[src/rtl/timer_pkg.sv]
package timer_pkg;

    localparam logic [2:0] ADR_PRE_HI = 3'd0;
    localparam logic [2:0] ADR_PRE_LO = 3'd1;
    localparam logic [2:0] ADR_CNT_HI = 3'd2;
    localparam logic [2:0] ADR_CNT_LO = 3'd3;
    localparam logic [2:0] ADR_CTL    = 3'd4;
    localparam logic [2:0] ADR_IRQ    = 3'd5;

    // Control field encodings; 2'd2 behaves like STOP
    typedef enum logic [1:0] {
        CTL_CLEAR = 2'd0,
        CTL_STOP  = 2'd1,
        CTL_HOLD  = 2'd2,
        CTL_RUN   = 2'd3
    } ctl_e;

    localparam int IRQ_PEND_BIT = 7;
    localparam int IRQ_EN_BIT   = 3;

endpackage

[src/rtl/timer_regs.sv]
module timer_regs
    import timer_pkg::*;
#(
    parameter int CNT_W = 16
) (
    input  logic             clk,
    input  logic             rst_n,
    input  logic             bus_we,
    input  logic [2:0]       bus_addr,
    input  logic [7:0]       bus_wdata,
    output logic [CNT_W-1:0] preload,
    output ctl_e             ctrl,
    output logic             irq_en,
    output logic [2:0]       irq_lvl,
    output logic             irq_ack
);
    localparam int HI_W = CNT_W - 8;

    typedef struct packed {
        logic [HI_W-1:0]  stage;
        logic [CNT_W-1:0] preload;
        ctl_e             ctrl;
        logic             en;
        logic [2:0]       lvl;
    } regs_t;

    regs_t r_d, r_q;

    always_comb begin
        r_d = r_q;
        if (bus_we) begin
            case (bus_addr)
                ADR_PRE_HI: r_d.stage   = bus_wdata[HI_W-1:0];
                ADR_PRE_LO: r_d.preload = {r_q.stage, bus_wdata};
                ADR_CTL:    r_d.ctrl    = ctl_e'(bus_wdata[1:0]);
                ADR_IRQ: begin
                    r_d.en  = bus_wdata[IRQ_EN_BIT];
                    r_d.lvl = bus_wdata[2:0];
                end
                default: ;
            endcase
        end
    end

    always_ff @(posedge clk) begin
        if (!rst_n) begin
            r_q <= '{stage: '0, preload: '0, ctrl: CTL_CLEAR, en: 1'b0, lvl: 3'd0};
        end else begin
            r_q <= r_d;
        end
    end

    assign preload = r_q.preload;
    assign ctrl    = r_q.ctrl;
    assign irq_en  = r_q.en;
    assign irq_lvl = r_q.lvl;
    assign irq_ack = bus_we && (bus_addr == ADR_IRQ) && bus_wdata[IRQ_PEND_BIT];

endmodule

[src/rtl/timer_core.sv]
module timer_core
    import timer_pkg::*;
#(
    parameter int CNT_W = 16
) (
    input  logic             clk,
    input  logic             rst_n,
    input  logic             tick,
    input  ctl_e             ctrl,
    input  logic [CNT_W-1:0] preload,
    output logic [CNT_W-1:0] count,
    output logic             wrap
);
    localparam logic [CNT_W-1:0] TOP = '1;

    typedef struct packed {
        logic [CNT_W-1:0] count;
    } core_t;

    core_t c_d, c_q;

    always_comb begin
        c_d  = c_q;
        wrap = 1'b0;
        case (ctrl)
            CTL_CLEAR: c_d.count = '0;
            CTL_RUN: begin
                if (tick) begin
                    if (c_q.count == TOP) begin
                        c_d.count = preload;
                        wrap      = 1'b1;
                    end else begin
                        c_d.count = c_q.count + 1'b1;
                    end
                end
            end
            default: ;
        endcase
    end

    always_ff @(posedge clk) begin
        if (!rst_n) begin
            c_q <= '{count: '0};
        end else begin
            c_q <= c_d;
        end
    end

    assign count = c_q.count;

endmodule

[src/rtl/timer_irq.sv]
module timer_irq (
    input  logic       clk,
    input  logic       rst_n,
    input  logic       wrap,
    input  logic       ack,
    input  logic       en,
    input  logic [2:0] lvl,
    output logic       pend,
    output logic       req
);
    typedef struct packed {
        logic pend;
    } irq_t;

    irq_t i_d, i_q;

    always_comb begin
        i_d = i_q;
        if (ack)  i_d.pend = 1'b0;
        if (wrap) i_d.pend = 1'b1;   // a new reload wins over a same-cycle ack
    end

    always_ff @(posedge clk) begin
        if (!rst_n) begin
            i_q <= '{pend: 1'b0};
        end else begin
            i_q <= i_d;
        end
    end

    assign pend = i_q.pend;
    assign req  = i_q.pend && en && (lvl != 3'd0);

endmodule

[src/rtl/interval_timer.sv]
module interval_timer
    import timer_pkg::*;
#(
    parameter int CNT_W = 16
) (
    input  logic       clk,
    input  logic       rst_n,
    input  logic       tick,
    input  logic       bus_we,
    input  logic [2:0] bus_addr,
    input  logic [7:0] bus_wdata,
    output logic [7:0] bus_rdata,
    output logic       irq_req,
    output logic [2:0] irq_level
);
    logic [CNT_W-1:0] preload_w;
    logic [CNT_W-1:0] count_w;
    ctl_e             ctrl_w;
    logic             en_w;
    logic [2:0]       lvl_w;
    logic             ack_w;
    logic             wrap_w;
    logic             pend_w;

    timer_regs #(.CNT_W(CNT_W)) u_regs (
        .clk       (clk),
        .rst_n     (rst_n),
        .bus_we    (bus_we),
        .bus_addr  (bus_addr),
        .bus_wdata (bus_wdata),
        .preload   (preload_w),
        .ctrl      (ctrl_w),
        .irq_en    (en_w),
        .irq_lvl   (lvl_w),
        .irq_ack   (ack_w)
    );

    timer_core #(.CNT_W(CNT_W)) u_core (
        .clk     (clk),
        .rst_n   (rst_n),
        .tick    (tick),
        .ctrl    (ctrl_w),
        .preload (preload_w),
        .count   (count_w),
        .wrap    (wrap_w)
    );

    timer_irq u_irq (
        .clk   (clk),
        .rst_n (rst_n),
        .wrap  (wrap_w),
        .ack   (ack_w),
        .en    (en_w),
        .lvl   (lvl_w),
        .pend  (pend_w),
        .req   (irq_req)
    );

    always_comb begin
        case (bus_addr)
            ADR_PRE_HI: bus_rdata = 8'(preload_w >> 8);
            ADR_PRE_LO: bus_rdata = preload_w[7:0];
            ADR_CNT_HI: bus_rdata = 8'(count_w >> 8);
            ADR_CNT_LO: bus_rdata = count_w[7:0];
            ADR_CTL:    bus_rdata = {6'b0, ctrl_w};
            ADR_IRQ:    bus_rdata = {pend_w, 3'b000, en_w, lvl_w};
            default:    bus_rdata = 8'h00;
        endcase
    end

    assign irq_level = lvl_w;

endmodule

[config.mk]
export PLATFORM = sky130hd
export DESIGN_NAME = interval_timer
export DESIGN_NICKNAME = d
export VERILOG_FILES = /design/src/rtl/timer_pkg.sv /design/src/rtl/timer_regs.sv /design/src/rtl/timer_core.sv /design/src/rtl/timer_irq.sv /design/src/rtl/interval_timer.sv
export SDC_FILE = /design/constraint.sdc
export NUM_CORES = 1
export LEC_CHECK = 0
export BUFFER_PORTS_ARGS = -buffer_cell sky130_fd_sc_hd__buf_2
export CAP_MARGIN = 15
export CORE_MARGIN = 2
export CORE_UTILIZATION = 55
export CTS_CLUSTER_DIAMETER = 40
export CTS_CLUSTER_SIZE = 28
export DETAILED_ROUTE_END_ITERATION = 10
export PLACE_DENSITY = 0.75
export SETUP_SLACK_MARGIN = 0.2
export SYNTH_ARGS = -nofsm -noshare
export SYNTH_HDL_FRONTEND = slang
export SYNTH_SLANG_ARGS = --single-unit
[constraint.sdc]
create_clock -name clk -period 1.82 [get_ports clk]
set_input_delay 0.091 -clock clk [delete_from_list [all_inputs] [get_ports clk]]
set_output_delay 0.091 -clock clk [all_outputs]
set_load 0.02 [all_outputs]
==> impl_metrics.ini, run 1 <==
[clock_tree]
cts-root-to-sink-buffers = 2
cts_num_sinks = 47
clock-root-buffer = sky130_fd_sc_hd__clkbuf_8
htree_levels = 2
cts-buffers-inserted = 5
clock_tree_from_tritoncts = done
cts.clk_slew.worst_paths_ns = 0.09
cts_hold_buffers = 0
clock_latency_of_the_later_clocked_register_in_the_worst_skew_pair_ns = 0.30

[global_route]
grt_antenna_before_repair = 0
grt_first_pass_wirelength_um = 12700
grt_start_max_net_pins = 36
globalRouteTotalUtil = 0.292
globalRoute.totalOverflow = 0
number_of_global_route_vias_before_repair = 2509

[worst_setup_path]
r2r_setup_slack_ns = 0.22
rr_worst_depth = 5
critical_path.reg2reg.endpoint = u_core.count[0]
critical_path.startpoint_type = register
critPathKind = register to primary output
crit_arrival_ns = 1.53
reg2reg_from = u_core.count[1]
cp-end-kind = primary output
worstPathMaxFanout = 3
required_ns = 1.73

[final_layout]
fin_cells = 430
syn_to_final_growth_pct = 15.0
antenna_cells = 0
layout-drive-gt1-share = 0.267
nets = 379
utilization = 0.670

[placed_design]
finalWeightedCongestion = 0.964
dp.cells = 416
dpl.hpwl_um = 5380
io_buffer_count = 26

[yosys]
synth_area_per_cell_sq_um = 8.47
number_of_warning_messages_in_the_yosys_log = 0
dominantRegCellSynth = sky130_fd_sc_hd__dfxtp_1
async_reset_ff_frac = 0
synth_enable_flop_cells = 0
proportion_of_synthesized_chip_area_in_sequential_cells = 0.336
synth_fp_nets = 347
synth.distinct_cells = 52
ys_seq_elements = 47
synthCells = 331
synthesis.area_sq_um = 2800

[sta]
max-slew-margin-rel = 0.645
finalSetupViolCount = 0
fin_tns_setup_ns = 0
hold_viol = 0
worst_clock_skew_ns = 0.00371
achievable-frequency_ghz = 0.619
grt_setup_unrepaired = yes
fin_hold_ws_ns = 0.0382
timing_max_transition_violations_final = 0
final_period_minus_worst_setup_slack_ns = 1.62
fin_crit_sh = 0.888
worst_pin_slew_ns = 0.530

[worst_hold_path]
beginning_of_the_worst_hold_path = bus_wdata[6]
timing.hold.worst_endpoint = u_regs.preload[6]
worstHoldPathType = input port to register
hold_path_depth = 3

[detailed_routing]
via_per_inst = 6.35
via_count = 2732
first_iter_violations = 239
drcViolationCount = 0
totalWireLength_um = 7530
wl_per_cell_um = 17.5
drtAntennaViolNets = 0
firstDrtPassIters = 6

[floorplanning]
fp.dieW_um = 75.4
die_h_um = 75.4
initial_core_util = 0.582
design.die.area_sq_um = 5690
pin_count = 27
rows = 25
core-area_sq_um = 4820

[power]
leakagePower_nw = 1.17
power_per_cell_area_nw_per_um2 = 596
ir_worst_vdd_uv = 512

[flow_run]
timing.max_cap.violations = 0

[run_status]
outcome = completed
-- per-layer routing --
metal / vias to the layer above / track usage / routed length [um]
met5: - / 0 / 0
met4: 0 / 0.0916 / 86
met3: 12 / 0.0423 / 592
met2: 144 / 0.477 / 3560
met1: 1306 / 0.400 / 3280
li1: 1270 / - / -
-- layout by cell type, fill, tap and decap left out, types with 8 or more instances in the layout --
cell                       instances
sky130_fd_sc_hd__nand2_1          64
sky130_fd_sc_hd__dfxtp_1          34
sky130_fd_sc_hd__buf_4            27
sky130_fd_sc_hd__buf_2            23
sky130_fd_sc_hd__nand4_1          15
sky130_fd_sc_hd__nand3_1          14
sky130_fd_sc_hd__a21boi_0         14
sky130_fd_sc_hd__a21boi_1         12
sky130_fd_sc_hd__nor2b_1          11
sky130_fd_sc_hd__nor2_1           10
sky130_fd_sc_hd__o21ai_0           9
sky130_fd_sc_hd__mux2i_1           8
-- logic make-up after synthesis --
group | after synthesis | synth area share
compound gates | 78 | 0.194
xor+xnor | 1 | 0.00312
fa+ha+maj | 1 | 0.00446
buf+inv | 36 | 0.0843
flops | 47 | 0.336
mux | 16 | 0.0834
simple gates | 152 | 0.295
-- flip-flops by register name (all words and copies together), names as in the netlist --
register        count
u_regs.irq_lvl      3
u_regs.ctrl         2
u_regs.preload     16
u_regs.r_q          8
u_regs.irq_en       1
u_irq.pend          1
u_core.count       16
-- worst max-delay path: stages, from the launching register on --
cell and delay, ns:
sky130_fd_sc_hd__dfxtp_4 0.35, sky130_fd_sc_hd__buf_4 0.13, sky130_fd_sc_hd__mux4_2 0.44, sky130_fd_sc_hd__nor2b_2 0.16
sky130_fd_sc_hd__buf_6 0.14
-- final cells by class --
type | instances | area [sq um]
tap | 67 | 83.8
inverter | 7 | 26.3
timing repair buffer | 54 | 372
multi-input combinational | 248 | 1670
clock buffer | 5 | 68.8
clock inverter | 2 | 37.5
sequential | 47 | 972
fill | 438 | 1590
-- power by group --
| part | internal, mW | switching [mW] | leakage, nW |
|---|---|---|---|
| logic | 0.0493 | 0.0757 | 0.732 |
| registers | 1.03 | 0.0103 | 0.388 |
| clock network | 0.402 | 0.355 | 0.0502 |
-- worst max path at each step --
stage                     from                to  slack [ns]  depth (start not counted)
2_1_floorplan  u_core.count[0]   u_core.count[0]        0.21                          5
3_3_place_gp   u_core.count[1]   u_core.count[0]        0.17                          5
3_5_place_dp   u_core.count[1]   u_core.count[0]        0.10                          5
4_1_cts         u_regs.ctrl[1]  u_core.count[13]        0.18                          4
5_1_grt        u_core.count[5]      bus_rdata[5]        0.17                          4
6_report       u_core.count[5]      bus_rdata[5]        0.20                          4
-- cells in the mapped netlist (all sizes together) (2+ instances only) --
cell type | n | area share
nand3 | 18 | 0.043
o22ai | 2 | 0.0045
o211ai | 5 | 0.013
a32oi | 3 | 0.0094
o21ai | 14 | 0.025
nand2 | 64 | 0.086
mux2i | 8 | 0.029
a22oi | 2 | 0.0054
mux2 | 3 | 0.012
dfxtp | 47 | 0.34
nor4 | 8 | 0.022
a21boi | 26 | 0.070
a21oi | 7 | 0.012
mux4 | 5 | 0.043
buf | 18 | 0.046
nand3b | 5 | 0.013
nor3 | 3 | 0.011
nor2b | 13 | 0.029
and4 | 2 | 0.0062
o2111ai | 4 | 0.012
clkbuf | 11 | 0.029
a31oi | 7 | 0.016
inv | 7 | 0.0094
nand2b | 4 | 0.0089
nor2 | 10 | 0.013
nand4 | 15 | 0.033
and3 | 7 | 0.021
-- what timing repair did --
action | CTS | global route
pin swaps | 0 | 1
setup buffers | 3 | 4
gates resized for setup | 13 | 21
endpoints found under the setup margin | 12 | 24
-- per-stage QoR --
stage / setup slack, ns / area [sq um] / total power [mW]
global route: 0.166 / 3230 / 2.00
detailed placement: 0.102 / 2970 / 1.19
CTS: 0.178 / 3130 / 1.93
floorplan: 0.215 / 2810 / 1.15
global placement: 0.167 / 2970 / 1.19
finish: 0.203 / 3230 / 1.92
Power figures use the tool's default switching activity.
==> inputs of run 2 (changes only) <==
CORE_UTILIZATION = 59   (was 55)
PLACE_DENSITY = 0.79   (was 0.75)
==> run 2 against run 1 <==
Against the previous run:
- combinational power hardly changed
- non-clock buffer count rose by 7
- first-iteration DRC count rose by 31%
- worst setup slack better by 0.021 ns
- clock skew up 0.0035 ns
- via count is 1.6% lower
==> impl_metrics.ini, run 2 (synthesis gave the netlist of run 1 again) <==
[final_layout]
fin_cells = 425
antenna_cells = 0
nets = 386
layout-drive-gt1-share = 0.278
layout_common_cells = 64 x sky130_fd_sc_hd__nand2_1, 33 x sky130_fd_sc_hd__dfxtp_1, 32 x sky130_fd_sc_hd__buf_4, 24 x sky130_fd_sc_hd__buf_2, 15 x sky130_fd_sc_hd__nand4_1
most_common_cell_after_layout_fill_and_taps_aside = sky130_fd_sc_hd__nand2_1
syn_to_final_growth_pct = 16.1
finish.instance_area_sq_um = 3250

[placed_design]
detailedPlace.worstSlack_ns = 0.126
dp.cells = 405
finalWeightedCongestion = 1.03
dpl.hpwl_um = 5170
dpl_cell_area_sq_um = 2970
io_buffer_count = 26

[detailed_routing]
dr.max_layer_used = met4
dr_wl_met2_um = 3460
routed-wl-met3_um = 499
totalWireLength_um = 7410
via_per_inst = 6.32
first_iter_violations = 314
routedLengthMet1_um = 3370
via_count = 2688
firstDrtPassIters = 5
wl_per_cell_um = 17.4
drtAntennaViolNets = 0
drcViolationCount = 0

[floorplanning]
core-area_sq_um = 4660
fp.dieW_um = 72.9
rows = 25
die_h_um = 72.9
design.die.area_sq_um = 5320
initial_core_util = 0.602
pin_count = 27

[clock_tree]
cts-buffers-inserted = 5
clock_latency_of_the_later_clocked_register_in_the_worst_skew_pair_ns = 0.30
cts-root-to-sink-buffers = 2
clock_tree_from_tritoncts = done
htree_levels = 2
cts.clk_slew.worst_paths_ns = 0.10
cts_num_sinks = 47
clock-root-buffer = sky130_fd_sc_hd__clkbuf_8

[sta]
grt_setup_unrepaired = yes
max-slew-margin-rel = 0.697
finalWorstSetupSlack_ns = 0.224
worst_pin_slew_ns = 0.454
fin_tns_setup_ns = 0
finalSetupViolCount = 0
hold_viol = 0
timing_max_transition_violations_final = 0
worst_clock_skew_ns = 0.00725
fin_crit_sh = 0.877
achievable-frequency_ghz = 0.627
final_period_minus_worst_setup_slack_ns = 1.60

[worst_setup_path]
worstPathMaxFanout = 2
required_ns = 1.73
crit_arrival_ns = 1.51
critical_path.startpoint_type = register
critPathKind = register to primary output
cp-end-kind = primary output

[power]
p_switching_mw = 0.478
combPwrFrac = 0.069
leakagePower_nw = 1.22
sequentialPowerShare = 0.566
ir_worst_vdd_uv = 572
clock_power_share = 0.365
power_per_cell_area_nw_per_um2 = 565
internal_power_mw = 1.36
sw_frac_of_total = 0.260

[global_route]
number_of_global_route_vias_before_repair = 2292
globalRoute.totalOverflow = 0
grt_antenna_before_repair = 0
grt_start_max_net_pins = 22
grt_first_pass_wirelength_um = 11700
globalRouteTotalUtil = 0.287

[flow_run]
timing.max_cap.violations = 0

[worst_hold_path]
worstHoldPathType = input port to register

[run_status]
outcome = completed
==> run 2: changes by cell type in the layout (fill, tap and decap cells not counted), sizes merged <==
cell	before	now
buf	54	61
bufinv	1	0
clkinv	0	1
clkinvlp	1	0
inv	7	9
==> run 2: critical path: stages (launching register included) <==
cell,delay [ns]
sky130_fd_sc_hd__dfxtp_2,0.33
sky130_fd_sc_hd__buf_6,0.11
sky130_fd_sc_hd__mux4_2,0.45
sky130_fd_sc_hd__nor2b_1,0.15
sky130_fd_sc_hd__buf_4,0.17
==> run 2: per-stage QoR <==
| stage | hold slack, ns | power [mW] | utilization |
|---|---|---|---|
| 2_1_floorplan | 0.226 | 1.15 | - |
| 3_3_place_gp | 0.346 | 1.19 | 0.637 |
| 3_5_place_dp | 0.352 | 1.20 | 0.637 |
| 4_1_cts | 0.0285 | 1.84 | 0.659 |
| 5_1_grt | 0.0303 | 1.90 | 0.698 |
| 6_report | 0.0339 | 1.84 | 0.698 |
==> run 2: final timing paths <==
path                    startpoint                  to  slack (ns)  depth (start not counted)
hold / removal        bus_wdata[6]   u_regs.preload[6]        0.03                          3
hold reg to reg     u_regs.r_q[25]  u_regs.preload[11]        0.45                          2
setup reg to reg  u_core.count[15]     u_core.count[0]        0.24                          4
setup / recovery  u_core.count[13]        bus_rdata[5]        0.22                          4
==> run 2: area by class of cell <==
type / instances / area [sq um]
multi-input cells: 248 / 1660
clock inverters: 3 / 22.5
inverters: 7 / 26.3
fillers: 398 / 1410
clock buffers: 5 / 68.8
repair buffers: 61 / 434
well taps: 54 / 67.6
flip-flops and latches: 47 / 971
==> run 2: timing repair <==
action | 4_1_cts | 5_1_grt
setup buffers | 0 | 12
endpoints found under the setup margin | 8 | 20
resized for setup | 5 | 25
pin swaps | 0 | 1
hold buffers | 0 | 0
==> run 2: power by group through the flow <==
stage / logic [mW] / clock network (mW) / registers (mW)
final: 0.126 / 0.671 / 1.04
after global routing: 0.137 / 0.719 / 1.04
after CTS: 0.124 / 0.673 / 1.05
after detailed placement: 0.124 / 0 / 1.07
after global placement: 0.122 / 0 / 1.07
after floorplan: 0.0863 / 0 / 1.07
==> run 2: layer usage <==
| layer | vias to the layer above | track usage |
|---|---|---|
| li1 | 1287 | - |
| met3 | 13 | 0.0594 |
| met4 | 0 | 0.0802 |
| met5 | - | 0 |
| met2 | 110 | 0.427 |
| met1 | 1278 | 0.420 |
